### config.mk
export PLATFORM = sky130hd
export DESIGN_NAME = dcnt_timer_bank
export DESIGN_NICKNAME = d
export VERILOG_FILES = /design/src/rtl/dcnt_pkg.sv /design/src/rtl/dcnt_channel.sv /design/src/rtl/dcnt_regdec.sv /design/src/rtl/dcnt_timer_bank.sv
export SDC_FILE = /design/constraint.sdc
export NUM_CORES = 1
export LEC_CHECK = 0
export CAP_MARGIN = 20
export CORE_ASPECT_RATIO = 1.75
export CORE_MARGIN = 4
export CORE_UTILIZATION = 48
export CTS_CLUSTER_DIAMETER = 200
export CTS_CLUSTER_SIZE = 28
export DETAILED_ROUTE_END_ITERATION = 10
export DONT_BUFFER_PORTS = 1
export PLACE_DENSITY = 0.68
export SYNTH_ARGS = -nofsm -noshare
export SYNTH_HDL_FRONTEND = slang
export SYNTH_HIERARCHICAL = 1
export SYNTH_SLANG_ARGS = --single-unit
### constraint.sdc
create_clock -name clk -period 3.25 [get_ports clk]
set_input_delay 0.4875 -clock clk [delete_from_list [all_inputs] [get_ports clk]]
set_output_delay 0.4875 -clock clk [all_outputs]
set_load 0.01 [all_outputs]
### src/rtl/dcnt_pkg.sv
package dcnt_pkg;

   // register index inside one channel's window (low address bits)
   localparam int REG_IDX_W = 3;

   typedef enum logic [REG_IDX_W-1:0] {
      RI_LOAD   = 3'd0,
      RI_CTRL   = 3'd1,
      RI_COUNT  = 3'd2,
      RI_STATUS = 3'd3,
      RI_ACK    = 3'd4
   } reg_idx_e;

   localparam int MODE_W = 2;

   typedef enum logic [MODE_W-1:0] {
      MD_ONCE   = 2'd0,
      MD_REPEAT = 2'd1
   } run_mode_e;

   // control word layout, decoded by the channel and the read mux alike
   localparam int CTRL_EN_BIT   = 0;
   localparam int CTRL_MODE_LSB = 1;

endpackage

### src/rtl/dcnt_channel.sv
module dcnt_channel
   import dcnt_pkg::*;
#(
   parameter int CNT_W = 32
) (
   input  logic              clk,
   input  logic              rst_n,
   input  logic              load_we,
   input  logic              ctrl_we,
   input  logic              ack_re,
   input  logic [CNT_W-1:0]  wdata,
   output logic [CNT_W-1:0]  load_val,
   output logic              en,
   output logic [MODE_W-1:0] mode,
   output logic [CNT_W-1:0]  count,
   output logic              pending
);

   localparam logic [CNT_W-1:0] ONE = CNT_W'(1);

   logic [CNT_W-1:0]  load_r;
   logic [CNT_W-1:0]  cnt_r;
   logic [MODE_W-1:0] mode_r;
   logic              en_r;
   logic              arm_r;
   logic              pend_r;

   logic              start;
   logic              running;
   logic              expire;
   logic              repeat_md;
   logic [CNT_W-1:0]  eff_load;

   assign start     = ctrl_we & wdata[CTRL_EN_BIT] & ~en_r;
   assign eff_load  = (load_r == '0) ? ONE : load_r;
   assign repeat_md = (mode_r == MD_REPEAT);
   assign running   = en_r & ~arm_r & (cnt_r != '0);
   assign expire    = running & (cnt_r == ONE);

   always_ff @(posedge clk or negedge rst_n) begin
      if (!rst_n) begin
         load_r <= '0;
      end else if (load_we) begin
         load_r <= wdata;
      end
   end

   always_ff @(posedge clk or negedge rst_n) begin
      if (!rst_n) begin
         en_r   <= 1'b0;
         mode_r <= MD_ONCE;
         arm_r  <= 1'b0;
      end else begin
         arm_r <= ctrl_we & start;
         if (ctrl_we) begin
            en_r   <= wdata[CTRL_EN_BIT];
            mode_r <= wdata[CTRL_MODE_LSB +: MODE_W];
         end
      end
   end

   always_ff @(posedge clk or negedge rst_n) begin
      if (!rst_n) begin
         cnt_r <= '0;
      end else if (arm_r) begin
         cnt_r <= eff_load;
      end else if (expire && repeat_md) begin
         cnt_r <= eff_load;
      end else if (running) begin
         cnt_r <= cnt_r - ONE;
      end
   end

   always_ff @(posedge clk or negedge rst_n) begin
      if (!rst_n) begin
         pend_r <= 1'b0;
      end else if (expire) begin
         pend_r <= 1'b1;
      end else if (ack_re) begin
         pend_r <= 1'b0;
      end
   end

   assign load_val = load_r;
   assign en       = en_r;
   assign mode     = mode_r;
   assign count    = cnt_r;
   assign pending  = pend_r;

   // an armed start loads the reload value
   assert_start_load_R4: assert property (@(posedge clk) disable iff (!rst_n)
      (arm_r && load_r != '0 && !load_we) |=> (cnt_r == $past(load_r)));

   // zero reload acts as one
   assert_zero_load_R7: assert property (@(posedge clk) disable iff (!rst_n)
      (arm_r && load_r == '0) |=> (cnt_r == ONE));

   // a finished one-shot rests at zero
   assert_oneshot_rest_R5: assert property (@(posedge clk) disable iff (!rst_n)
      (en_r && !arm_r && !repeat_md && cnt_r == '0 && !ctrl_we) |=> (cnt_r == '0));

   // a running repeating channel never shows zero
   assert_repeat_nonzero_R6: assert property (@(posedge clk) disable iff (!rst_n)
      (en_r && !arm_r && repeat_md && cnt_r != '0 && !ctrl_we) |=> (cnt_r != '0));

   // a stopped channel holds its count
   assert_freeze_R8: assert property (@(posedge clk) disable iff (!rst_n)
      (!en_r && !ctrl_we) |=> $stable(cnt_r));

   // pending holds until acknowledged
   assert_irq_hold_R9: assert property (@(posedge clk) disable iff (!rst_n)
      (pend_r && !ack_re) |=> pend_r);

   // expiry beats a same-cycle acknowledge
   assert_set_wins_R11: assert property (@(posedge clk) disable iff (!rst_n)
      (en_r && !arm_r && cnt_r == ONE && ack_re) |=> pend_r);

endmodule

### src/rtl/dcnt_regdec.sv
module dcnt_regdec
   import dcnt_pkg::*;
#(
   parameter int NUM_CH    = 3,
   parameter int ADDR_W    = 5,
   parameter int DATA_W    = 32,
   parameter int CNT_W     = 32,
   parameter bit REG_RDATA = 1'b1
) (
   input  logic                          clk,
   input  logic                          rst_n,
   input  logic [ADDR_W-1:0]             addr,
   input  logic                          wr,
   input  logic                          rd,
   input  logic [NUM_CH-1:0][CNT_W-1:0]  ch_load,
   input  logic [NUM_CH-1:0]             ch_en,
   input  logic [NUM_CH-1:0][MODE_W-1:0] ch_mode,
   input  logic [NUM_CH-1:0][CNT_W-1:0]  ch_count,
   input  logic [NUM_CH-1:0]             ch_pend,
   output logic [NUM_CH-1:0]             load_we,
   output logic [NUM_CH-1:0]             ctrl_we,
   output logic [NUM_CH-1:0]             ack_re,
   output logic [DATA_W-1:0]             rdata
);

   localparam int CH_IDX_W = $clog2(NUM_CH);
   localparam int BASE_W   = REG_IDX_W + CH_IDX_W;
   localparam logic [CH_IDX_W:0] NUM_CH_V = (CH_IDX_W+1)'(NUM_CH);

   logic [CH_IDX_W-1:0] ch_sel;
   reg_idx_e            reg_sel;
   logic                hi_zero;
   logic                ch_ok;
   logic [DATA_W-1:0]   rd_val;

   assign ch_sel  = addr[REG_IDX_W +: CH_IDX_W];
   assign reg_sel = reg_idx_e'(addr[REG_IDX_W-1:0]);

   generate
      if (ADDR_W > BASE_W) begin : g_hi_chk
         assign hi_zero = ~|addr[ADDR_W-1:BASE_W];
      end else begin : g_no_hi
         assign hi_zero = 1'b1;
      end
   endgenerate

   assign ch_ok = hi_zero & ({1'b0, ch_sel} < NUM_CH_V);

   always_comb begin
      load_we = '0;
      ctrl_we = '0;
      ack_re  = '0;
      for (int i = 0; i < NUM_CH; i++) begin
         if (ch_ok && ch_sel == CH_IDX_W'(i)) begin
            load_we[i] = wr & (reg_sel == RI_LOAD);
            ctrl_we[i] = wr & (reg_sel == RI_CTRL);
            ack_re[i]  = rd & (reg_sel == RI_ACK);
         end
      end
   end

   always_comb begin
      rd_val = '0;
      if (ch_ok) begin
         case (reg_sel)
            RI_LOAD:   rd_val[CNT_W-1:0] = ch_load[ch_sel];
            RI_CTRL: begin
               rd_val[CTRL_EN_BIT]                = ch_en[ch_sel];
               rd_val[CTRL_MODE_LSB +: MODE_W]    = ch_mode[ch_sel];
            end
            RI_COUNT:  rd_val[CNT_W-1:0] = ch_count[ch_sel];
            RI_STATUS: rd_val[0]         = ch_pend[ch_sel];
            default:   rd_val = '0;
         endcase
      end
   end

   generate
      if (REG_RDATA) begin : g_rd_flop
         always_ff @(posedge clk or negedge rst_n) begin
            if (!rst_n) begin
               rdata <= '0;
            end else if (rd) begin
               rdata <= rd_val;
            end
         end
      end else begin : g_rd_comb
         assign rdata = rd ? rd_val : '0;
      end
   endgenerate

   // at most one register strobe per access
   assert_single_strobe_R2: assert property (@(posedge clk) disable iff (!rst_n)
      $onehot0({load_we, ctrl_we, ack_re}));

   // unmapped channel numbers raise no strobe
   assert_unmapped_quiet_R2: assert property (@(posedge clk) disable iff (!rst_n)
      !ch_ok |-> ({load_we, ctrl_we, ack_re} == '0));

endmodule

### src/rtl/dcnt_timer_bank.sv
module dcnt_timer_bank
   import dcnt_pkg::*;
#(
   parameter int NUM_CH    = 3,
   parameter int CNT_W     = 32,
   parameter int DATA_W    = 32,
   parameter int ADDR_W    = 5,
   parameter bit REG_RDATA = 1'b1
) (
   input  logic              clk,
   input  logic              rst_n,
   input  logic [ADDR_W-1:0] bus_addr,
   input  logic              bus_wr,
   input  logic [DATA_W-1:0] bus_wdata,
   input  logic              bus_rd,
   output logic [DATA_W-1:0] bus_rdata,
   output logic [NUM_CH-1:0] irq
);

   localparam int CH_IDX_W = (NUM_CH > 1) ? $clog2(NUM_CH) : 1;
   localparam int MIN_AW   = REG_IDX_W + CH_IDX_W;

   generate
      if (NUM_CH < 2) begin : g_bad_ch
         $error("dcnt_timer_bank: NUM_CH must be at least 2");
      end
      if (CNT_W < 2 || CNT_W > DATA_W) begin : g_bad_cnt
         $error("dcnt_timer_bank: CNT_W must lie in 2..DATA_W");
      end
      if (DATA_W < CTRL_MODE_LSB + MODE_W) begin : g_bad_data
         $error("dcnt_timer_bank: DATA_W too narrow for the control word");
      end
      if (ADDR_W < MIN_AW) begin : g_bad_addr
         $error("dcnt_timer_bank: ADDR_W too narrow for the channel count");
      end
   endgenerate

   logic [NUM_CH-1:0]             load_we;
   logic [NUM_CH-1:0]             ctrl_we;
   logic [NUM_CH-1:0]             ack_re;
   logic [NUM_CH-1:0][CNT_W-1:0]  ch_load;
   logic [NUM_CH-1:0][CNT_W-1:0]  ch_count;
   logic [NUM_CH-1:0][MODE_W-1:0] ch_mode;
   logic [NUM_CH-1:0]             ch_en;
   logic [NUM_CH-1:0]             ch_pend;

   dcnt_regdec #(
      .NUM_CH    (NUM_CH),
      .ADDR_W    (ADDR_W),
      .DATA_W    (DATA_W),
      .CNT_W     (CNT_W),
      .REG_RDATA (REG_RDATA)
   ) i_regdec (
      .clk      (clk),
      .rst_n    (rst_n),
      .addr     (bus_addr),
      .wr       (bus_wr),
      .rd       (bus_rd),
      .ch_load  (ch_load),
      .ch_en    (ch_en),
      .ch_mode  (ch_mode),
      .ch_count (ch_count),
      .ch_pend  (ch_pend),
      .load_we  (load_we),
      .ctrl_we  (ctrl_we),
      .ack_re   (ack_re),
      .rdata    (bus_rdata)
   );

   generate
      for (genvar c = 0; c < NUM_CH; c++) begin : g_ch
         dcnt_channel #(
            .CNT_W (CNT_W)
         ) i_channel (
            .clk      (clk),
            .rst_n    (rst_n),
            .load_we  (load_we[c]),
            .ctrl_we  (ctrl_we[c]),
            .ack_re   (ack_re[c]),
            .wdata    (bus_wdata[CNT_W-1:0]),
            .load_val (ch_load[c]),
            .en       (ch_en[c]),
            .mode     (ch_mode[c]),
            .count    (ch_count[c]),
            .pending  (ch_pend[c])
         );
      end
   endgenerate

   assign irq = ch_pend;

endmodule

==> results of run 1 <==
==> registers in the layout, summed over array words and instances (netlist names) <==
name and cells:
g_ch.i_channel/arm_r 3, g_ch.i_channel/mode 6, g_ch.i_channel/load_val 96, g_ch.i_channel/count 96, g_ch.i_channel/en 3, i_regdec/rdata 32
g_ch.i_channel/pending 3
==> cells by family after synthesis <==
logic type,share of synthesized area
AND/OR/NAND/NOR,0.188
AO/OA/AOI/OAI,0.176
flip-flops,0.413
multiplexers,0.162
buffers and inverters,0.0547
adder cells (fa/ha/maj),0.00519
==> layer usage <==
layer | global-route usage | up-vias | wire length (um)
li1 | - | 5504 | -
met1 | 0.352 | 6206 | 18600
met2 | 0.493 | 531 | 24800
met3 | 0.0274 | 137 | 2890
met4 | 0.155 | 0 | 2950
met5 | 0 | - | 0
==> how the worst max path moves through the flow <==
stage / endpoint / slack [ns] / start / depth (start not counted)
after floorplan: g_ch[1].i_channel/count[20] / 0.43 / g_ch[1].i_channel/count[24] / 7
after global placement: g_ch[0].i_channel/count[26] / 0.33 / g_ch[0].i_channel/count[24] / 6
after detailed placement: g_ch[0].i_channel/count[26] / 0.30 / g_ch[0].i_channel/count[24] / 6
after CTS: g_ch[0].i_channel/count[26] / 0.27 / g_ch[0].i_channel/count[24] / 6
after global routing: g_ch[0].i_channel/count[8] / 0.20 / g_ch[0].i_channel/count[24] / 6
final: g_ch[0].i_channel/count[8] / 0.26 / g_ch[0].i_channel/count[24] / 6
==> layout make-up <==
| class | instances | share of cell area |
|---|---|---|
| multi-input cells | 1056 | 0.506 |
| flip-flops and latches | 239 | 0.391 |
| well taps | 382 | 0.0313 |
| repair buffers | 58 | 0.0309 |
| clock buffers | 13 | 0.0213 |
| inverters | 75 | 0.0184 |
| clock inverters | 1 | 0.00106 |
==> through the flow <==
step / area [sq um] / hold slack (ns)
finish: 15300 / -0.306
global route: 15300 / -0.336
CTS: 15300 / -0.345
detailed placement: 14900 / 0.202
global placement: 14900 / 0.204
floorplan: 14500 / 0.192
==> layout by cell type (no fill, tap or decap), drive strengths merged, types with 11 or more instances in the layout <==
cell / count
nor2: 69
nand3: 34
buf: 58
o22ai: 42
o21ai: 119
nand2: 61
inv: 75
o2bb2ai: 30
nand3b: 62
or3: 22
nand2b: 11
or4: 17
mux2: 117
dfrtp: 239
nor3: 51
nand4: 25
nor4: 61
a22oi: 41
mux2i: 100
o22a: 19
o221ai: 13
clkbuf: 13
a21oi: 51
==> report_power, final <==
group | internal (mW) | switching, mW | total (mW) | leakage, nW
Clock | 0.735 | 1.03 | 1.77 | 0.167
Combinational | 1.15 | 1.49 | 2.64 | 3.10
Sequential | 3.62 | 1.07 | 4.70 | 3.04
==> reports/results.txt, run 1 <==
WHS: -0.306 ns
Most frequent cells after synthesis: dfrtp_1 (239), o21ai_0 (118), mux2_2 (107), mux2i_1 (100), inv_1 (75)
Post-CTS Resized: 0
Fin Setup TNS: 0 ns
Post-route insts no fill: 1824
Buf+Inv Stages, Crit Path: 1
Share of the synthesized area in the top cell type: 0.413
Initial core utilization: 0.490
Syn Std Cell Area: 14500 sq um
Pre-CTS WS: 0.296 ns
Die Area: 33100 sq um
CTS tree: yes
R2R Path End: g_ch[0].i_channel/count[8]
WL/cell: 27.0 um
Initial antenna violation count: 0
Htree depth: 1
Status: finished with violations
Fill cells: 2679
Final WL: 49.2 mm
Row count: 83
Cts bufs inserted: 12
Post-synth EDFFs: 0
Dpl cells: 1810
Netlist cell types: 72
Dominant cell type by area after synthesis: dfrtp_1
Grt ovf: 0
Leakage power: 6.30 nW
Vias: 12400
Setup Viol. Count Final: 0
Fin nets: 1489
DPL Wire Length: 36.0 mm
DRC viols: 0
Area of the multi-input gates: 7730 sq um
Chip height: 238 um
Total track usage: 0.286
Setup bufs post-CTS: 0
Number of global-route vias before repair: 11800
Clk_lat worst skew: 0.52 ns
Slew @ Worst Pin: 1.00 ns
Worst path slowest cell: or4_1
Reg2reg setup slack: 0.26 ns
Skew final: 0.0221 ns
Clock buffer depth: 3
Kind of critical path: register to register
Synth Net Count: 1528
Total Power: 9.11 mW
Core Box Area: 29500 sq um
Synthesized flop and latch total: 239
Synth Area per Inst: 9.77 sq um
Synth top area cells: dfrtp_1 (41%), mux2_2 (8.3%), mux2i_1 (6.9%), o21ai_0 (4.1%), nand3b_1 (3.2%)
Tmin final: 2.99 ns
Total clock sinks: 239
Share of layout cells above drive strength 1: 0.157
Power density cells: 596 nW/um^2
Sequential fraction of the synthesis area: 0.413
Worst IR Drop VDD: 0.351 mV
Critical R2R Launch: g_ch[0].i_channel/count[24]
Crit end category: register
Die X: 139 um
Max_cap viols: 0
Top-count cell post-synth: dfrtp_1
Ant. Diodes: 0
Hold Path Class: input pin to asynchronous set/reset pin
Initial DRC count: 1383
Max FO, Critical Path: 20
Main synth FF type: dfrtp_1
Failing checks: negative hold slack
Async S/R FF share, synth: 1.00
Critical path arrival: 3.38 ns
First-pass GRT wire length: 73.8 mm
Worst slew margin: 0.333
GPL Wtd Cong: 0.997
First drt pass iteration count: 6
Worst-path clk slew: 0.11 ns
PortBufs: 0
Crit path required time: 3.63 ns
Largest net degree at the start of global routing: 240
Util after Layout: 0.518
Fin. max-slew vios: 0
Worst setup margin: 0.258 ns
Synthesis Warnings: 6
Via-to-Cell Ratio: 6.79
Reg area: 5980 sq um
Final Hold Viols: 239
Post-route ant nets: 0
IO Pins: 76
Clk root buf: clkbuf_16
P&R area growth vs syn: 5.66%
Unrepaired setup endpoints after global routing: no
Critical Path Max Stage Delay: 0.59 ns
CP Cell Sequence: or4_1 -> or4_4 -> o41a_2 -> buf_4 -> mux2_2 -> o22a_1
CP delay by family, top: simple AND/OR/NAND/NOR gates
Fmax: 334 MHz
Cell depth of the worst flop-to-flop path: 6
Final period util: 0.921
Crit start category: register
Post-Synthesis Cells: 1481
(Power assumes the default switching activity.)
==> run 2, diff against run 1 <==
- REMOVE_ABC_BUFFERS: unset -> 1
==> reports/results.txt, run 2 (synthesis results as in run 1) <==
Final period util: 0.924 (+0.00380)
Clock share of power: 0.193 (about the same)
PortBufs: 0 (unchanged)
Reg2reg setup slack: 0.25 ns (about the same)
Crit path required time: 3.64 ns (about the same)
Number of global-route vias before repair: 11900 (+0.76%)
Combinational group share of total power: 0.289 (about the same)
Sequential power share: 0.517 (about the same)
Largest net degree at the start of global routing: 240 (unchanged)
Fill cells: 2728 (+1.8%)
Final WL: 47.7 mm (-3.0%)
Setup Viol. Count Final: 0 (unchanged)
Slew @ Worst Pin: 0.919 ns (-0.0808 ns)
IO Pins: 76 (unchanged)
Row count: 83 (unchanged)
DRC viols: 0 (unchanged)
Clk root buf: clkbuf_16
Die X: 139 um (unchanged)
Chip height: 238 um (unchanged)
Worst IR Drop VDD: 0.298 mV (-15%)
Power density cells: 591 nW/um^2 (-0.87%)
Fin. max-slew vios: 0 (unchanged)
Psw: 3.53 mW (-1.6%)
Fmax: 333 MHz (-0.41%)
Top Metal Used: met4
Post-CTS Resized: 0 (unchanged)
WL/cell: 26.2 um (-3.0%)
Metal1 wirelength: 18.1 mm (-2.6%)
Core Box Area: 29500 sq um (unchanged)
Total clock sinks: 239 (unchanged)
Worst-path clk slew: 0.11 ns (about the same)
P&R area growth vs syn: 6.00%
Max_cap viols: 0 (unchanged)
DP Area: 15000 sq um (+0.34%)
Initial DRC count: 1296 (-6.3%)
Reg area: 5980 sq um (unchanged)
Hold Path Class: input pin to asynchronous set/reset pin
Crit end category: register
Area of the multi-input gates: 7730 sq um (unchanged)
Most common cell after layout, fill and taps aside: dfrtp_1
Critical path arrival: 3.40 ns (+0.02 ns)
Most frequent cells in the layout: dfrtp_1 (239), o21ai_0 (118), mux2_2 (107)
Critical Path Max Stage Delay: 0.59 ns (about the same)
Via-to-Cell Ratio: 6.77 (-0.17%)
Clock buffer depth: 3 (unchanged)
First drt pass iteration count: 6 (unchanged)
Grt ovf: 0 (unchanged)
Int Pwr: 5.52 mW (+0.17%)
CP Cell Sequence: or4_1 -> or4_4 -> o41a_2 -> buf_4 -> mux2_4 -> o22a_1
Max FO, Critical Path: 23 (+15%)
Vias: 12400 (-0.17%)
Post-route ant nets: 0 (unchanged)
Total track usage: 0.279 (-0.00677)
DPL Wire Length: 34.4 mm (-4.6%)
Kind of critical path: register to register
Clk_lat worst skew: 0.51 ns (about the same)
Final Hold Viols: 239 (unchanged)
Leakage power: 6.32 nW (+0.23%)
Crit start category: register
Setup bufs post-CTS: 0 (unchanged)
Fin nets: 1489 (unchanged)
Htree depth: 1 (unchanged)
Share of layout cells above drive strength 1: 0.157 (unchanged)
Met3 Routed Length: 2.96 mm (+2.6%)
Status: finished with violations
First-pass GRT wire length: 72.8 mm (-1.3%)
CTS tree: yes
Sw frac: 0.390 (-0.00437)
Die Area: 33100 sq um (unchanged)
Unrepaired setup endpoints after global routing: no
Met2 Wirelength: 23.8 mm (-3.8%)
Final instance area: 15300 sq um (+0.33%)
Initial core utilization: 0.490 (unchanged)
Ant. Diodes: 0 (unchanged)
Failing checks: negative hold slack
Tmin final: 3.00 ns (+0.0123 ns)
Worst path slowest cell: or4_4
Cts bufs inserted: 12 (unchanged)
Initial antenna violation count: 0 (unchanged)
Skew final: 0.0271 ns (+0.00499 ns)
WHS: -0.316 ns (-0.00995 ns)
GPL Wtd Cong: 0.995 (-0.14%)
Worst slew margin: 0.386 (+0.0533)
## run 2: worst max-delay path, delay by kind of cell (launching register included)
kind | cells | cell delay [ns]
flip-flops | 1 | 0.46
buffers and inverters | 1 | 0.24
multiplexers | 1 | 0.33
AO/OA/AOI/OAI | 2 | 0.71
AND/OR/NAND/NOR | 2 | 1.16
## run 2: final timing paths
kind | from | to | cells past startpoint
worst max-delay path | g_ch[0].i_channel/count[24] | g_ch[0].i_channel/count[23] | 6
worst min register to register | g_ch[2].i_channel/mode[1] | g_ch[2].i_channel/mode[1] | 1
worst min-delay path | rst_n | g_ch[0].i_channel/load_val[13] | 0
worst max register to register | g_ch[0].i_channel/count[24] | g_ch[0].i_channel/count[23] | 6
max in group asynchronous | rst_n | g_ch[0].i_channel/load_val[23] | 0
min in group clk | bus_rd | i_regdec/rdata[14] | 1
## run 2: final cells by class
cell class | instances | share of cell area
Multi-Input combinational cell | 1056 | 0.504
Sequential cell | 239 | 0.390
Timing Repair Buffer | 58 | 0.0341
Tap cell | 382 | 0.0312
Clock buffer | 13 | 0.0212
Inverter | 75 | 0.0184
Clock inverter | 1 | 0.00106
## run 2: stage by stage
step	power (mW)	worst slack (ns)	TNS, ns	instances	util
5_1_grt	9.48	0.181	0	1824	0.520
2_1_floorplan	6.08	-1.94	-130.13	1370	-
3_3_place_gp	7.18	0.291	0	1810	0.508
3_5_place_dp	7.27	0.263	0	1810	0.508
6_report	9.06	0.246	0	1824	0.520
4_1_cts	9.01	0.239	0	1824	0.520
## run 2: routing by layer
| layer | global-route usage | vias up |
|---|---|---|
| li1 | - | 5521 |
| met1 | 0.351 | 6143 |
| met2 | 0.482 | 554 |
| met3 | 0.0264 | 139 |
| met4 | 0.133 | 0 |
| met5 | 0 | - |
## run 2: power by group through the flow
stage	Clock (mW)	Combinational, mW	Sequential, mW
6_report	1.75	2.62	4.69
5_1_grt	1.87	2.82	4.80
4_1_cts	1.79	2.57	4.66
3_5_place_dp	0	2.55	4.72
3_3_place_gp	0	2.50	4.68
2_1_floorplan	0	1.77	4.31
